<file path="src/rtl/ref_div_pkg.sv">
package ref_div_pkg;
  localparam int unsigned NUM_XTAL = 4;
  localparam int unsigned XSEL_W   = 2;
  localparam int unsigned CODE_W   = 4;
  localparam int unsigned NUM_CODE = 1 << CODE_W;

  localparam logic [CODE_W-1:0] CODE_STANDBY = '1;
  localparam logic [XSEL_W-1:0] XTAL_DEFAULT = 2'd0;
  localparam logic [XSEL_W-1:0] XTAL_ALT     = 2'd1;

  // reference frequency in quarter-hertz units, 0 for standby
  function automatic longint unsigned ref_qhz(input logic [CODE_W-1:0] code);
    case (code)
      4'd0:    return 64'd2000;
      4'd1:    return 64'd4000;
      4'd2:    return 64'd10000;
      4'd3:    return 64'd12000;
      4'd4:    return 64'd12500;
      4'd5:    return 64'd15625;
      4'd6:    return 64'd20000;
      4'd7:    return 64'd25000;
      4'd8:    return 64'd31250;
      4'd9:    return 64'd36000;
      4'd10:   return 64'd40000;
      4'd11:   return 64'd50000;
      4'd12:   return 64'd100000;
      4'd13:   return 64'd200000;
      4'd14:   return 64'd400000;
      default: return 64'd0;
    endcase
  endfunction

  function automatic longint unsigned div_ratio(input longint unsigned xhz,
                                                input logic [CODE_W-1:0] code);
    longint unsigned q;
    q = ref_qhz(code);
    if (q == 0) return 64'd1;
    return (xhz * 64'd4) / q;
  endfunction

  function automatic logic needs_alt_xtal(input logic [CODE_W-1:0] code);
    return (code == 4'd5) || (code == 4'd8);
  endfunction
endpackage

</file>
<file path="src/rtl/ref_div_decode.sv">
module ref_div_decode
  import ref_div_pkg::*;
#(
  parameter int unsigned CNT_W    = 15,
  parameter int unsigned XTAL0_HZ = 3_600_000,
  parameter int unsigned XTAL1_HZ = 4_500_000,
  parameter int unsigned XTAL2_HZ = 7_200_000,
  parameter int unsigned XTAL3_HZ = 10_800_000
) (
  input  logic [XSEL_W-1:0] xsel_i,
  input  logic [CODE_W-1:0] code_i,
  output logic [CNT_W-1:0]  ratio_m1_o,
  output logic [CNT_W-1:0]  half_o,
  output logic              standby_o,
  output logic              invalid_o
);
  logic [CNT_W-1:0] rm1_tab  [NUM_XTAL][NUM_CODE];
  logic [CNT_W-1:0] half_tab [NUM_XTAL][NUM_CODE];

  for (genvar gx = 0; gx < NUM_XTAL; gx++) begin : g_xtal
    localparam longint unsigned XHZ = (gx == 0) ? XTAL0_HZ :
                                      (gx == 1) ? XTAL1_HZ :
                                      (gx == 2) ? XTAL2_HZ : XTAL3_HZ;
    for (genvar gc = 0; gc < NUM_CODE; gc++) begin : g_code
      localparam logic [63:0] RATIO = div_ratio(XHZ, CODE_W'(gc));
      localparam logic [63:0] RM1   = RATIO - 64'd1;
      localparam logic [63:0] RH    = RATIO >> 1;
      assign rm1_tab[gx][gc]  = RM1[CNT_W-1:0];
      assign half_tab[gx][gc] = RH[CNT_W-1:0];
    end
  end

  assign ratio_m1_o = rm1_tab[xsel_i][code_i];
  assign half_o     = half_tab[xsel_i][code_i];
  assign standby_o  = (code_i == CODE_STANDBY);
  assign invalid_o  = needs_alt_xtal(code_i) && (xsel_i != XTAL_ALT);

  always_comb begin
    p_flags_excl_r7: assert (!(standby_o && invalid_o));
  end
endmodule

</file>
<file path="src/rtl/ref_div_counter.sv">
module ref_div_counter #(
  parameter int unsigned CNT_W = 15
) (
  input  logic             clk_i,
  input  logic             rst_ni,
  input  logic             en_i,
  input  logic             active_i,
  input  logic             restart_i,
  input  logic [CNT_W-1:0] ratio_m1_i,
  input  logic [CNT_W-1:0] half_i,
  output logic             stb_o,
  output logic             sq_o
);
  logic [CNT_W-1:0] cnt_q, cnt_nxt;
  logic             stb_nxt, sq_nxt;

  always_comb begin
    cnt_nxt = cnt_q;
    stb_nxt = 1'b0;
    sq_nxt  = sq_o;
    if (!active_i || restart_i) begin
      cnt_nxt = ratio_m1_i;
      sq_nxt  = 1'b0;
    end else if (en_i) begin
      if (cnt_q == '0) begin
        cnt_nxt = ratio_m1_i;
        stb_nxt = 1'b1;
      end else begin
        cnt_nxt = cnt_q - 1'b1;
      end
      sq_nxt = (cnt_nxt < half_i);
    end
  end

  always_ff @(posedge clk_i or negedge rst_ni) begin
    if (!rst_ni) begin
      cnt_q <= '0;
      stb_o <= 1'b0;
      sq_o  <= 1'b0;
    end else begin
      cnt_q <= cnt_nxt;
      stb_o <= stb_nxt;
      sq_o  <= sq_nxt;
    end
  end

  p_stb_pulse_r3: assert property (@(posedge clk_i) disable iff (!rst_ni)
    stb_o && (ratio_m1_i != '0) |=> !stb_o);
  p_freeze_r6: assert property (@(posedge clk_i) disable iff (!rst_ni)
    active_i && !restart_i && !en_i |=> !stb_o && $stable(cnt_q) && $stable(sq_o));
  p_idle_low_r5: assert property (@(posedge clk_i) disable iff (!rst_ni)
    !active_i |=> !stb_o && !sq_o);
  p_restart_quiet_r8: assert property (@(posedge clk_i) disable iff (!rst_ni)
    restart_i |=> !stb_o);
endmodule

</file>
<file path="src/rtl/ref_div_top.sv">
module ref_div_top
  import ref_div_pkg::*;
#(
  parameter int unsigned CNT_W    = 15,
  parameter int unsigned XTAL0_HZ = 3_600_000,
  parameter int unsigned XTAL1_HZ = 4_500_000,
  parameter int unsigned XTAL2_HZ = 7_200_000,
  parameter int unsigned XTAL3_HZ = 10_800_000
) (
  input  logic       clk_i,
  input  logic       rst_ni,
  input  logic       xtal_en_i,
  input  logic [1:0] xtal_sel_i,
  input  logic [3:0] ref_code_i,
  output logic       ref_stb_o,
  output logic       ref_sq_o,
  output logic       standby_o,
  output logic       invalid_o
);
  logic [XSEL_W-1:0] xsel_q;
  logic [CODE_W-1:0] code_q;
  logic              restart_q, sel_chg;
  logic [CNT_W-1:0]  ratio_m1, half;

  assign sel_chg = (xtal_sel_i != xsel_q) || (ref_code_i != code_q);

  // power-on: 3.6 MHz crystal, standby code
  always_ff @(posedge clk_i or negedge rst_ni) begin
    if (!rst_ni) begin
      xsel_q    <= XTAL_DEFAULT;
      code_q    <= CODE_STANDBY;
      restart_q <= 1'b0;
    end else begin
      xsel_q    <= xtal_sel_i;
      code_q    <= ref_code_i;
      restart_q <= sel_chg;
    end
  end

  ref_div_decode #(
    .CNT_W(CNT_W), .XTAL0_HZ(XTAL0_HZ), .XTAL1_HZ(XTAL1_HZ),
    .XTAL2_HZ(XTAL2_HZ), .XTAL3_HZ(XTAL3_HZ)
  ) u_decode (
    .xsel_i     (xsel_q),
    .code_i     (code_q),
    .ratio_m1_o (ratio_m1),
    .half_o     (half),
    .standby_o  (standby_o),
    .invalid_o  (invalid_o)
  );

  // first cycle reloads on the old ratio, the second on the new one
  ref_div_counter #(.CNT_W(CNT_W)) u_counter (
    .clk_i      (clk_i),
    .rst_ni     (rst_ni),
    .en_i       (xtal_en_i),
    .active_i   (!standby_o && !invalid_o),
    .restart_i  (sel_chg || restart_q),
    .ratio_m1_i (ratio_m1),
    .half_i     (half),
    .stb_o      (ref_stb_o),
    .sq_o       (ref_sq_o)
  );

  p_standby_follow_r9: assert property (@(posedge clk_i) disable iff (!rst_ni)
    (ref_code_i == CODE_STANDBY) |=> standby_o);
  p_standby_quiet_r5: assert property (@(posedge clk_i) disable iff (!rst_ni)
    standby_o && $past(standby_o) |-> !ref_stb_o && !ref_sq_o);
  p_invalid_quiet_r7: assert property (@(posedge clk_i) disable iff (!rst_ni)
    invalid_o && $past(invalid_o) |-> !ref_stb_o && !ref_sq_o);
endmodule

</file>
<file path="config.mk">
export PLATFORM = sky130hd
export DESIGN_NAME = ref_div_top
export DESIGN_NICKNAME = d
export VERILOG_FILES = /design/src/rtl/ref_div_pkg.sv /design/src/rtl/ref_div_decode.sv /design/src/rtl/ref_div_counter.sv /design/src/rtl/ref_div_top.sv
export SDC_FILE = /design/constraint.sdc
export NUM_CORES = 1
export LEC_CHECK = 0
export BUFFER_PORTS_ARGS = -buffer_cell sky130_fd_sc_hd__buf_2
export CELL_PAD_IN_SITES_DETAIL_PLACEMENT = 2
export CELL_PAD_IN_SITES_GLOBAL_PLACEMENT = 2
export CORE_MARGIN = 3
export CORE_UTILIZATION = 38
export CTS_CLUSTER_DIAMETER = 150
export DETAILED_ROUTE_END_ITERATION = 8
export GPL_TIMING_DRIVEN = 0
export PLACE_DENSITY = 0.78
export SYNTH_ARGS = -nofsm -noshare
export SYNTH_HDL_FRONTEND = slang
export SYNTH_SLANG_ARGS = --single-unit
</file>
<file path="constraint.sdc">
create_clock -name clk_i -period 4.25 [get_ports clk_i]
set_input_delay 0.425 -clock clk_i [delete_from_list [all_inputs] [get_ports clk_i]]
set_output_delay 0.425 -clock clk_i [all_outputs]
set_load 0.02 [all_outputs]
</file>
==> metrics.yaml, run 1 <==
floorplanning:
  die-height_um: 102.6
  die_w_um: 102.6
  design.portCount: 13
  rows: 34
  die-area_um2: 10530
  floorplan.core_area_um2: 8891
  initial_utilization_pct: 39.90
drt:
  initialDrtViolationCount: 343
  vias_per_cell: 6.755
  drt_wl_total_um: 15830
  vias: 4053
  drt_first_pass_iters: 5
  antenna_violating_nets_post_route: 0
  wl_per_cell_um: 26.38
  drc: 0
timing:
  slew-limit-headroom_pct: 45.15
  rsz0062_at_grt: "no"
  highest_clock_rate_mhz: 244.6
  timing.clock.skew_ps: 21.62
  final-max-slew-violation-count: 0
  final_hold_viol_count: 0
  tightest_slew_ps: 821.0
  fin_crit_sh_pct: 96.20
  layout_min_cycle_time_ps: 4088
  finalSetupTns_ps: 0
  setup_violations: 0
pwr:
  power.ir.vdd_worst_mv: 0.1818
  finalPower_mw: 0.8725
  powerDensity_nw_per_um2: 226.0
  leakagePower_nw: 1.496
synth:
  yosys-top-cells-count: "nor2_1, a21oi_1, nand2_1, o21ai_0, clkbuf_1"
  synth_area_per_cell_um2: 7.421
  mappedNetlistNets: 509
  synth_area_um2: 3547
  synth_async_sr_flop_share_pct: 100.0
  synth_largest_area_cell: "dfrtp_1"
  synth_top_area_share_pct: 14.11
  ys_seq_area_share_pct: 17.07
  synth_area_leaders: "dfrtp_1, ha_1, a21oi_1"
  synth_most_common_cell: "nor2_1"
  synth_top_flop_cell: "dfrtp_1"
  synth.lib_cells_used.distinct: 73
  synth_enable_flop_cells: 0
  synth.ff_latch_count: 24
  postSynthCellCount: 478
  synth.yosys.warnings: 0
cells_and_area:
  area_delta_synth_final_pct: 8.854
  layoutNonFillerInstCount: 600
  design_area_um2: 3861
  nets: 524
  n_antenna_cell: 0
  drive_above_1_share_pct: 14.23
placed_design:
  placed_cells: 598
  dp_hpwl_um: 12030
  placed_cell_area_um2: 3742
  buffer_ports.inserted: 12
  finalWeightedCongestion: 0.9479
global_routing:
  grt_antenna_before_repair: 0
  pin_count_of_the_biggest_net_entering_global_routing: 25
  gr-total-overflow: 0
  via_count_of_the_first_global_routing_pass: 4279
  track_usage_pct: 30.57
  grt_pass1_wl_um: 24600
cts:
  number_of_clock_sinks: 24
  deepest_clock_path_buffer_count: 2
  htree_num_levels: 1
  numCtsBuffers: 3
  path_clk_slew_ps: 110
  clkLatencyLatePin_ps: 290
  library_cell_used_as_clock_root_buffer: "clkbuf_8"
  post_cts_hold_buffer_count: 0
  cts_post_setup_buffers_inserted: 0
  cts_tree: "built"
worst_setup_path:
  critPathMaxFanout: 10
  critical_path_required_ps: 4460
  timing_worst_setup_path_type: "flip-flop to flip-flop"
  cp-start-kind: "flip-flop"
  crit_end: "u_counter.sq_o"
  rrSetupSlack_ps: 160
  worst_setup_path_end_kind: "flip-flop"
  critPathArrivalTime_ps: 4300
  worstReg2RegStart: "xsel_q[0]"
  rr_worst_depth: 15
  critical_path.startpoint: "xsel_q[0]"
  reg2reg_to: "u_counter.sq_o"
status:
  status: "finished, final reports clean"
worst_hold_path:
  hold_path_class: "primary input to async pin"
run:
  timing.max_cap.violations: 0
-- worst min-delay path by stage --
stage / endpoint / slack, ps / cells after the start
floorplan: restart_q / 130 / 0
global placement: u_counter.cnt_q[6] / 460 / 1
detailed placement: u_counter.cnt_q[6] / 460 / 1
CTS: u_counter.cnt_q[6] / 140 / 1
global route: u_counter.cnt_q[6] / 160 / 1
finish: u_counter.cnt_q[6] / 130 / 1
-- routing by layer --
layer  part of all wire [%]  vias to the layer above  GRT usage (%)
li1                       -                     1819              -
met1                     46                     2062          44.66
met4                    1.2                        0          5.247
met3                    6.6                       18          3.789
met2                     46                      154          48.86
met5                      0                        -              0
-- stage by stage --
step	util, %	setup WS (ps)	hold WS, ps
floorplan	-	627.5	129.4
global placement	42.09	-557.2	459.6
detailed placement	42.09	-619.6	464.5
CTS	42.99	5.919	142.1
global route	43.43	12.38	157.1
finish	43.43	161.6	132.1
-- cell usage in the layout (no fill, tap or decap), drive strengths merged, types with 6 or more instances in the layout --
cell     synthesis  layout
nor2            40      40
buf             24      37
a21oi           34      34
o21ai           31      31
nand2           30      30
clkbuf          23      24
ha              22      22
nand2b          20      20
dfrtp           20      20
nand3           17      17
o211ai          15      15
nor3            14      14
a22oi           14      14
inv             15      14
nor2b           11      11
o22ai           11      11
xor2             9       9
mux2i            7       7
xnor2            7       7
o2bb2ai          6       6
nor4             6       6
-- what timing repair did --
action / CTS / global route
gates resized for setup: 9 / 15
pin swaps: 0 / 1
setup endpoints to repair: 1 / 1
-- critical path, cell delays in order (launching register included) --
cell and delay (ps):
dfrtp_2 430, clkbuf_4 260, clkinvlp_4 230, ha_1 300, clkbuf_2 250, nand2b_2 280, mux2i_1 230, a211oi_1 130
a21oi_2 230, a21oi_1 130, ha_1 330, a21oi_1 170, o21ai_2 130, or4_1 500, o31ai_2 250, a32o_1 190
-- kinds of logic after synthesis --
logic type / synth area share, %
simple gates: 26.38
compound gates: 31.43
buf+inv: 7.654
mux: 5.467
fa+ha+maj: 8.042
flops: 17.07
xor+xnor: 3.951
-- cell type report --
type	count	area [um2]
Multi-Input combinational cell	391	2708
Sequential cell	24	608.1
Fill cell	1073	5030
Clock inverter	1	30.03
Clock buffer	3	41.29
Inverter	15	60.06
Tap cell	108	135.1
Buffer	46	219.0
Timing Repair Buffer	12	60.06
-- registers in the layout, summed over array words and instances, names as in the netlist --
| register | count |
|---|---|
| code_q | 4 |
| restart_q | 1 |
| u_counter.cnt_q | 15 |
| u_counter.sq_o | 1 |
| u_counter.stb_o | 1 |
| xsel_q | 2 |
-- where the power goes --
part | total [mW] | internal, mW | switching, mW
Combinational | 0.392 | 0.140 | 0.252
Clock | 0.215 | 0.126 | 0.0885
Sequential | 0.265 | 0.246 | 0.0197
No activity file was read; power rests on OpenSTA's default activity.
==> run 2, diff against run 1 <==
==> constraint.sdc (replaced) <==
create_clock -name clk_i -period 4.25 [get_ports clk_i]
set_input_delay 0 -clock clk_i [delete_from_list [all_inputs] [get_ports clk_i]]
set_output_delay 0 -clock clk_i [all_outputs]
set_load 0.02 [all_outputs]
==> run 2 against run 1 <==
  * Wire length decreased by 0.11%
  * Sequential power is essentially flat
  * Clock power increased by 2%
  * Count of clock-buffer cells in the layout stayed put
  * Largest cell class unchanged
  * Worst hold slack got worse by 6.5 ps
  * First-iteration DRC count fell by 2.3%
  * Worst setup slack improved by 33 ps
  * Combinational power up 1%
==> metrics.yaml, run 2 (synthesized netlist as in run 1, its figures left out) <==
status:
  status: "finished, final reports clean"
timing:
  slew-limit-headroom_pct: 45.47  # +0.32 points
  final_critical_path_setup_slack_ps: 195.1  # +33.45 ps
  fin_crit_sh_pct: 95.41  # -0.79 points
  layout_min_cycle_time_ps: 4055  # -33.45 ps
  final-max-slew-violation-count: 0  # unchanged
  highest_clock_rate_mhz: 246.6  # +0.83%
  rsz0062_at_grt: "no"
  tightest_slew_ps: 816.1  # -4.844 ps
  final_hold_viol_count: 0  # unchanged
  timing.clock.skew_ps: 20.14  # -1.481 ps
  setup_violations: 0  # unchanged
worst_setup_path:
  worst_setup_path_end_kind: "flip-flop"
  critical_path_required_ps: 4470  # about the same
  cp-start-kind: "flip-flop"
  timing_worst_setup_path_type: "flip-flop to flip-flop"
  critPathArrivalTime_ps: 4270  # -30 ps
  critPathMaxFanout: 10  # unchanged
floorplanning:
  design.portCount: 13  # unchanged
  rows: 34  # unchanged
  die-area_um2: 10530  # unchanged
  die-height_um: 102.6  # unchanged
  floorplan.core_area_um2: 8891  # unchanged
  initial_utilization_pct: 39.90  # unchanged
  die_w_um: 102.6  # unchanged
pwr:
  powerDensity_nw_per_um2: 224.1  # -0.83%
  cellInternalPower_mw: 0.5168  # +0.84%
  p_sw_share_pct: 41.34  # +0.074 points
  netSwitchingPower_mw: 0.3642  # +1.2%
  clock_power_share_pct: 24.8  # +0.2 points
  comb_power_share_pct: 45.0  # about the same
  leakagePower_nw: 1.525  # +2.0%
  pwr-share-seq_pct: 30.1  # -0.3 points
  power.ir.vdd_worst_mv: 0.1836  # +1.0%
drt:
  route.top_layer_used: "met4"
  antenna_violating_nets_post_route: 0  # unchanged
  dr_wl_met3_um: 901  # -13%
  drt_wl_total_um: 15810  # -0.11%
  drt_first_pass_iters: 5  # unchanged
  vias_per_cell: 6.751  # about the same
  wl_per_cell_um: 26.05  # -1.3%
  met2_wirelength_um: 7232  # -0.96%
  vias: 4098  # +1.1%
  wirelength_met1_um: 7404  # +1.5%
  initialDrtViolationCount: 335  # -2.3%
  drc: 0  # unchanged
placed_design:
  buffer_ports.inserted: 12  # unchanged
  pre_cts_slack_ps: -619.6  # unchanged
  dp_hpwl_um: 12030  # unchanged
  placed_cell_area_um2: 3742  # unchanged
  finalWeightedCongestion: 0.9479  # unchanged
cells_and_area:
  nets: 531  # +1.3%
  design_area_um2: 3931  # +1.8%
  layout.core_utilization_pct: 44.22  # +0.79 points
  top_register_by_number_of_flip_flops: "u_counter.cnt_q"
  layout_common_cells: "nor2_1, buf_2, a21oi_1, nand2_1, o21ai_0"
  fillers: 1059  # -1.3%
  area_delta_synth_final_pct: 10.83
  most_common_library_cell_in_the_layout_ignoring_fill_and_taps: "nor2_1"
  biggestRegsByFlops: "u_counter.cnt_q (15), code_q (4), xsel_q (2)"
  n_antenna_cell: 0  # unchanged
  drive_above_1_share_pct: 14.03  # -0.20 points
  largest_reg_flops: 15  # unchanged
cts:
  path_clk_slew_ps: 120  # about the same
  deepest_clock_path_buffer_count: 2  # unchanged
  numCtsBuffers: 3  # unchanged
  library_cell_used_as_clock_root_buffer: "clkbuf_8"
  clkLatencyLatePin_ps: 290  # about the same
  number_of_clock_sinks: 24  # unchanged
  cts_tree: "built"
  htree_num_levels: 1  # unchanged
global_routing:
  grt_antenna_before_repair: 0  # unchanged
  track_usage_pct: 30.86  # +0.29 points
  via_count_of_the_first_global_routing_pass: 4325  # +1.1%
  gr-total-overflow: 0  # unchanged
  grt_pass1_wl_um: 24820  # +0.90%
  pin_count_of_the_biggest_net_entering_global_routing: 25  # unchanged
run:
  timing.max_cap.violations: 0  # unchanged
worst_hold_path:
  hold_path_class: "primary input to flip-flop"
[run 2: layer usage]
layer  vias up  track usage, %
li1       1834               -
met1      2088           44.81
met2       151           49.70
met3        25           3.789
met4         0           5.247
met5         -               0
[run 2: path summary, 6_finish.rpt]
check | startpoint | endpoint | slack (ps) | cells past startpoint
min in group asynchronous | rst_ni | u_counter.cnt_q[6] | 240 | 2
worst max-delay path | xsel_q[0] | u_counter.sq_o | 200 | 15
worst min register to register | u_counter.sq_o | u_counter.sq_o | 510 | 1
max in group asynchronous | rst_ni | xsel_q[0] | 3550 | 2
worst max register to register | xsel_q[0] | u_counter.sq_o | 200 | 15
worst min-delay path | xtal_en_i | u_counter.cnt_q[12] | 130 | 4
[run 2: cell type report]
| class | instances | area [um2] | area share [%] |
|---|---|---|---|
| Clock buffer | 3 | 41.29 | 1.050 |
| Buffer | 46 | 219.0 | 5.570 |
| Timing Repair Buffer | 19 | 130.1 | 3.310 |
| Inverter | 15 | 60.06 | 1.528 |
| Sequential cell | 24 | 608.1 | 15.47 |
| Tap cell | 108 | 135.1 | 3.437 |
| Multi-Input combinational cell | 391 | 2708 | 68.87 |
| Clock inverter | 1 | 30.03 | 0.7638 |
[run 2: power groups by stage]
stage | combinational, mW | clock [mW] | sequential [mW]
6_report | 0.397 | 0.219 | 0.266
4_1_cts | 0.382 | 0.220 | 0.263
2_1_floorplan | 0.255 | 0 | 0.263
3_5_place_dp | 0.373 | 0 | 0.268
3_3_place_gp | 0.359 | 0 | 0.266
5_1_grt | 0.432 | 0.231 | 0.269
[run 2: through the flow]
| stage | std cells | hold WS, ps | TNS, ps | power [mW] |
|---|---|---|---|---|
| after floorplan | 478 | -295.6 | 0 | 0.5180 |
| after global placement | 598 | 34.64 | -557.2 | 0.6254 |
| after detailed placement | 598 | 39.49 | -619.6 | 0.6405 |
| after CTS | 608 | 124.0 | 0 | 0.8658 |
| after global routing | 607 | 156.9 | 0 | 0.9310 |
| final | 607 | 125.6 | 0 | 0.8810 |
[run 2: timing repair]
| item | CTS | global route |
|---|---|---|
| endpoints found under the hold margin | 26 | 0 |
| hold buffers | 7 | 0 |
| resized for setup | 9 | 15 |
| gates cloned | 0 | 0 |
| setup endpoints to repair | 1 | 1 |
| setup buffers | 0 | 0 |
| pin swaps | 0 | 1 |
[run 2: worst max-delay path, stage by stage (launching register included)]
cell        delay, ps
dfrtp_2           430
clkbuf_4          250
clkinvlp_4        220
ha_1              290
clkbuf_2          250
nand2b_2          280
mux2i_1           220
a211oi_1          130
a21oi_2           230
a21oi_1           130
ha_1              330
a21oi_1           170
o21ai_2           130
or4_1             500
o31ai_2           240
a32o_1            190
==> run 3, diff against run 2 <==
Settings changed: PLACE_DENSITY 0.78 to default, PLACE_DENSITY_LB_ADDON from default to 0.3.
==> run 3 against run 2 <==
  * Utilization grew 0.13 points
  * Highest routed layer unchanged
  * Critical path type unchanged
  * Wire length grew 19%
  * Critical path depth shrank 1
  * The run now ends with setup timing left
  * Final cell count grew 0.49%
  * Count of clock-buffer cells in the layout is the same
  * Largest power group unchanged
==> metrics.yaml, run 3 (synthesized netlist as in run 1, its figures left out) <==
placed_design:
  placed_cells: 598  # unchanged
  buffer_ports.inserted: 12  # unchanged
  pre_cts_slack_ps: -479.0  # +140.7 ps
  finalWeightedCongestion: 0.9587  # +1.1%
  dp_hpwl_um: 12420  # +3.2%
worst_setup_path:
  timing_worst_setup_path_type: "flip-flop to flip-flop"
  critPathSlowestCell: "or4_1"
  rr_worst_depth: 14  # -1
  critPathMaxFanout: 10  # unchanged
  reg2reg_to: "u_counter.sq_o"
  worst_path_max_stage_delay_ps: 540  # +40 ps
  cp_cell_sequence: "buf_2, buf_2, buf_2, nor2_1, o311ai_0, o21ai_0, a21boi_2, a21oi_1, ha_1, a21oi_1, o21ai_1, or4_1, o31ai_2, a32o_1"
  critPathArrivalTime_ps: 4500  # +230 ps
  cp-start-kind: "flip-flop"
  worst_setup_path_end_kind: "flip-flop"
  worstReg2RegStart: "code_q[1]"
  crit_path_frequent_cell: "buf_2"
  rrSetupSlack_ps: -30  # -220 ps
  critical_path_required_ps: 4470  # about the same
cts:
  number_of_clock_sinks: 24  # unchanged
  htree_num_levels: 1  # unchanged
  library_cell_used_as_clock_root_buffer: "clkbuf_8"
  numCtsBuffers: 3  # unchanged
  deepest_clock_path_buffer_count: 2  # unchanged
  clkLatencyLatePin_ps: 290  # about the same
  path_clk_slew_ps: 120  # about the same
  cts_tree: "built"
floorplanning:
  design.portCount: 13  # unchanged
  die-height_um: 102.6  # unchanged
  initial_utilization_pct: 39.90  # unchanged
  floorplan.core_area_um2: 8891  # unchanged
  die-area_um2: 10530  # unchanged
  rows: 34  # unchanged
  die_w_um: 102.6  # unchanged
timing:
  setup_violations: 1  # +1
  timing.clock.skew_ps: 16.07  # -4.070 ps
  final-max-slew-violation-count: 0  # unchanged
  slew-limit-headroom_pct: 37.23  # -8.2 points
  tightest_slew_ps: 932.9  # +116.8 ps
  final_critical_path_setup_slack_ps: -27.30  # -222.4 ps
  fin_crit_sh_pct: 100.6  # +5.2 points
  layout_min_cycle_time_ps: 4277  # +222.4 ps
  hold_ws_ps: 180.8  # +55.19 ps
  final_hold_viol_count: 0  # unchanged
  highest_clock_rate_mhz: 233.8  # -5.2%
worst_hold_path:
  min_from: "xtal_en_i"
  hold-path-cell-count: 4  # unchanged
  hold-path-endpoint: "u_counter.cnt_q[12]"
  hold_path_class: "primary input to flip-flop"
cells_and_area:
  nets: 534  # +0.56%
  layout_common_cells: "nor2_1, buf_2, a21oi_1, nand2_1, o21ai_0"
  biggestRegsByFlops: "u_counter.cnt_q (15), code_q (4), xsel_q (2)"
  ff_latch_area_um2: 608.1  # unchanged
  largest_reg_flops: 15  # unchanged
  fillers: 1021  # -3.6%
  area_delta_synth_final_pct: 11.15
  top_register_by_number_of_flip_flops: "u_counter.cnt_q"
  layoutNonFillerInstCount: 610  # +0.49%
  n_antenna_cell: 0  # unchanged
  most_common_library_cell_in_the_layout_ignoring_fill_and_taps: "nor2_1"
  multi_input_area_um2: 2683  # -0.92%
  drive_above_1_share_pct: 14.54  # +0.51 points
global_routing:
  grt_pass1_wl_um: 28060  # +13%
  via_count_of_the_first_global_routing_pass: 4685  # +8.3%
  track_usage_pct: 35.39  # +4.5 points
  grt_antenna_before_repair: 0  # unchanged
  gr-total-overflow: 0  # unchanged
  pin_count_of_the_biggest_net_entering_global_routing: 25  # unchanged
status:
  violations: "setup timing"
  status: "finished, violations left"
run:
  timing.max_cap.violations: 0  # unchanged
pwr:
  power.ir.vdd_worst_mv: 0.1546  # -16%
  powerDensity_nw_per_um2: 231.6  # +3.4%
  leakagePower_nw: 1.553  # +1.8%
  finalPower_mw: 0.9132  # +3.6%
drt:
  drc: 0  # unchanged
  drt_wl_total_um: 18750  # +19%
  drt_first_pass_iters: 5  # unchanged
  met2_wirelength_um: 8735  # +21%
  wirelength_met1_um: 7532  # +1.7%
  initialDrtViolationCount: 579  # +73%
  vias_per_cell: 7.331  # +8.6%
  antenna_violating_nets_post_route: 0  # unchanged
  vias: 4472  # +9.1%
  wl_per_cell_um: 30.74  # +18%
  dr_wl_met3_um: 1770  # +96%
  route.top_layer_used: "met4"
-- run 3: layout make-up --
| cell class | count | area share, % |
|---|---|---|
| inverter | 15 | 1.523 |
| multi-input combinational | 391 | 68.04 |
| clock buffer | 3 | 1.047 |
| sequential | 24 | 15.42 |
| clock inverter | 1 | 0.7617 |
| tap | 108 | 3.427 |
| timing repair buffer | 23 | 4.062 |
| buffer | 45 | 5.712 |
-- run 3: timing repair --
item                                   in CTS  in global routing
buffers inserted                            0                  4
endpoints found under the hold margin      26                  0
resized for setup                          13                 15
pin swaps                                   1                  1
hold buffers                                7                  0
setup endpoints to repair                   1                  1
-- run 3: worst max path at each step --
stage | endpoint | slack (ps) | startpoint
final | u_counter.sq_o | -30 | code_q[1]
after global routing | u_counter.sq_o | -170 | xsel_q[1]
after CTS | u_counter.sq_o | 40 | xsel_q[0]
after detailed placement | u_counter.sq_o | -480 | xsel_q[0]
after global placement | u_counter.sq_o | -400 | xsel_q[1]
after floorplan | u_counter.sq_o | 630 | xsel_q[0]
-- run 3: critical path: cells and delay by family (launching register included) --
kind,cells,cell delay (ps)
compound gates,8,2000
buf+inv,3,780
simple gates,2,660
flops,1,530
fa+ha+maj,1,220
-- run 3: through the flow --
step	utilization (%)	TNS, ps	cell area (um2)
finish	44.34	-27.30	3943
global route	44.34	-173.4	3943
CTS	43.92	0	3905
detailed placement	42.09	-479.0	3742
global placement	42.09	-395.5	3742
floorplan	-	0	3547
-- run 3: power breakdown --
part / total, mW / switching, mW / internal, mW
Clock: 0.223 / 0.0961 / 0.127
Sequential: 0.270 / 0.0240 / 0.246
Combinational: 0.421 / 0.274 / 0.147
-- run 3: routing by layer --
metal  up-vias  GRT usage [%]
li1       1828              -
met2       332          57.89
met3        83          5.954
met1      2229          47.33
met4         0          11.71
met5         -              0
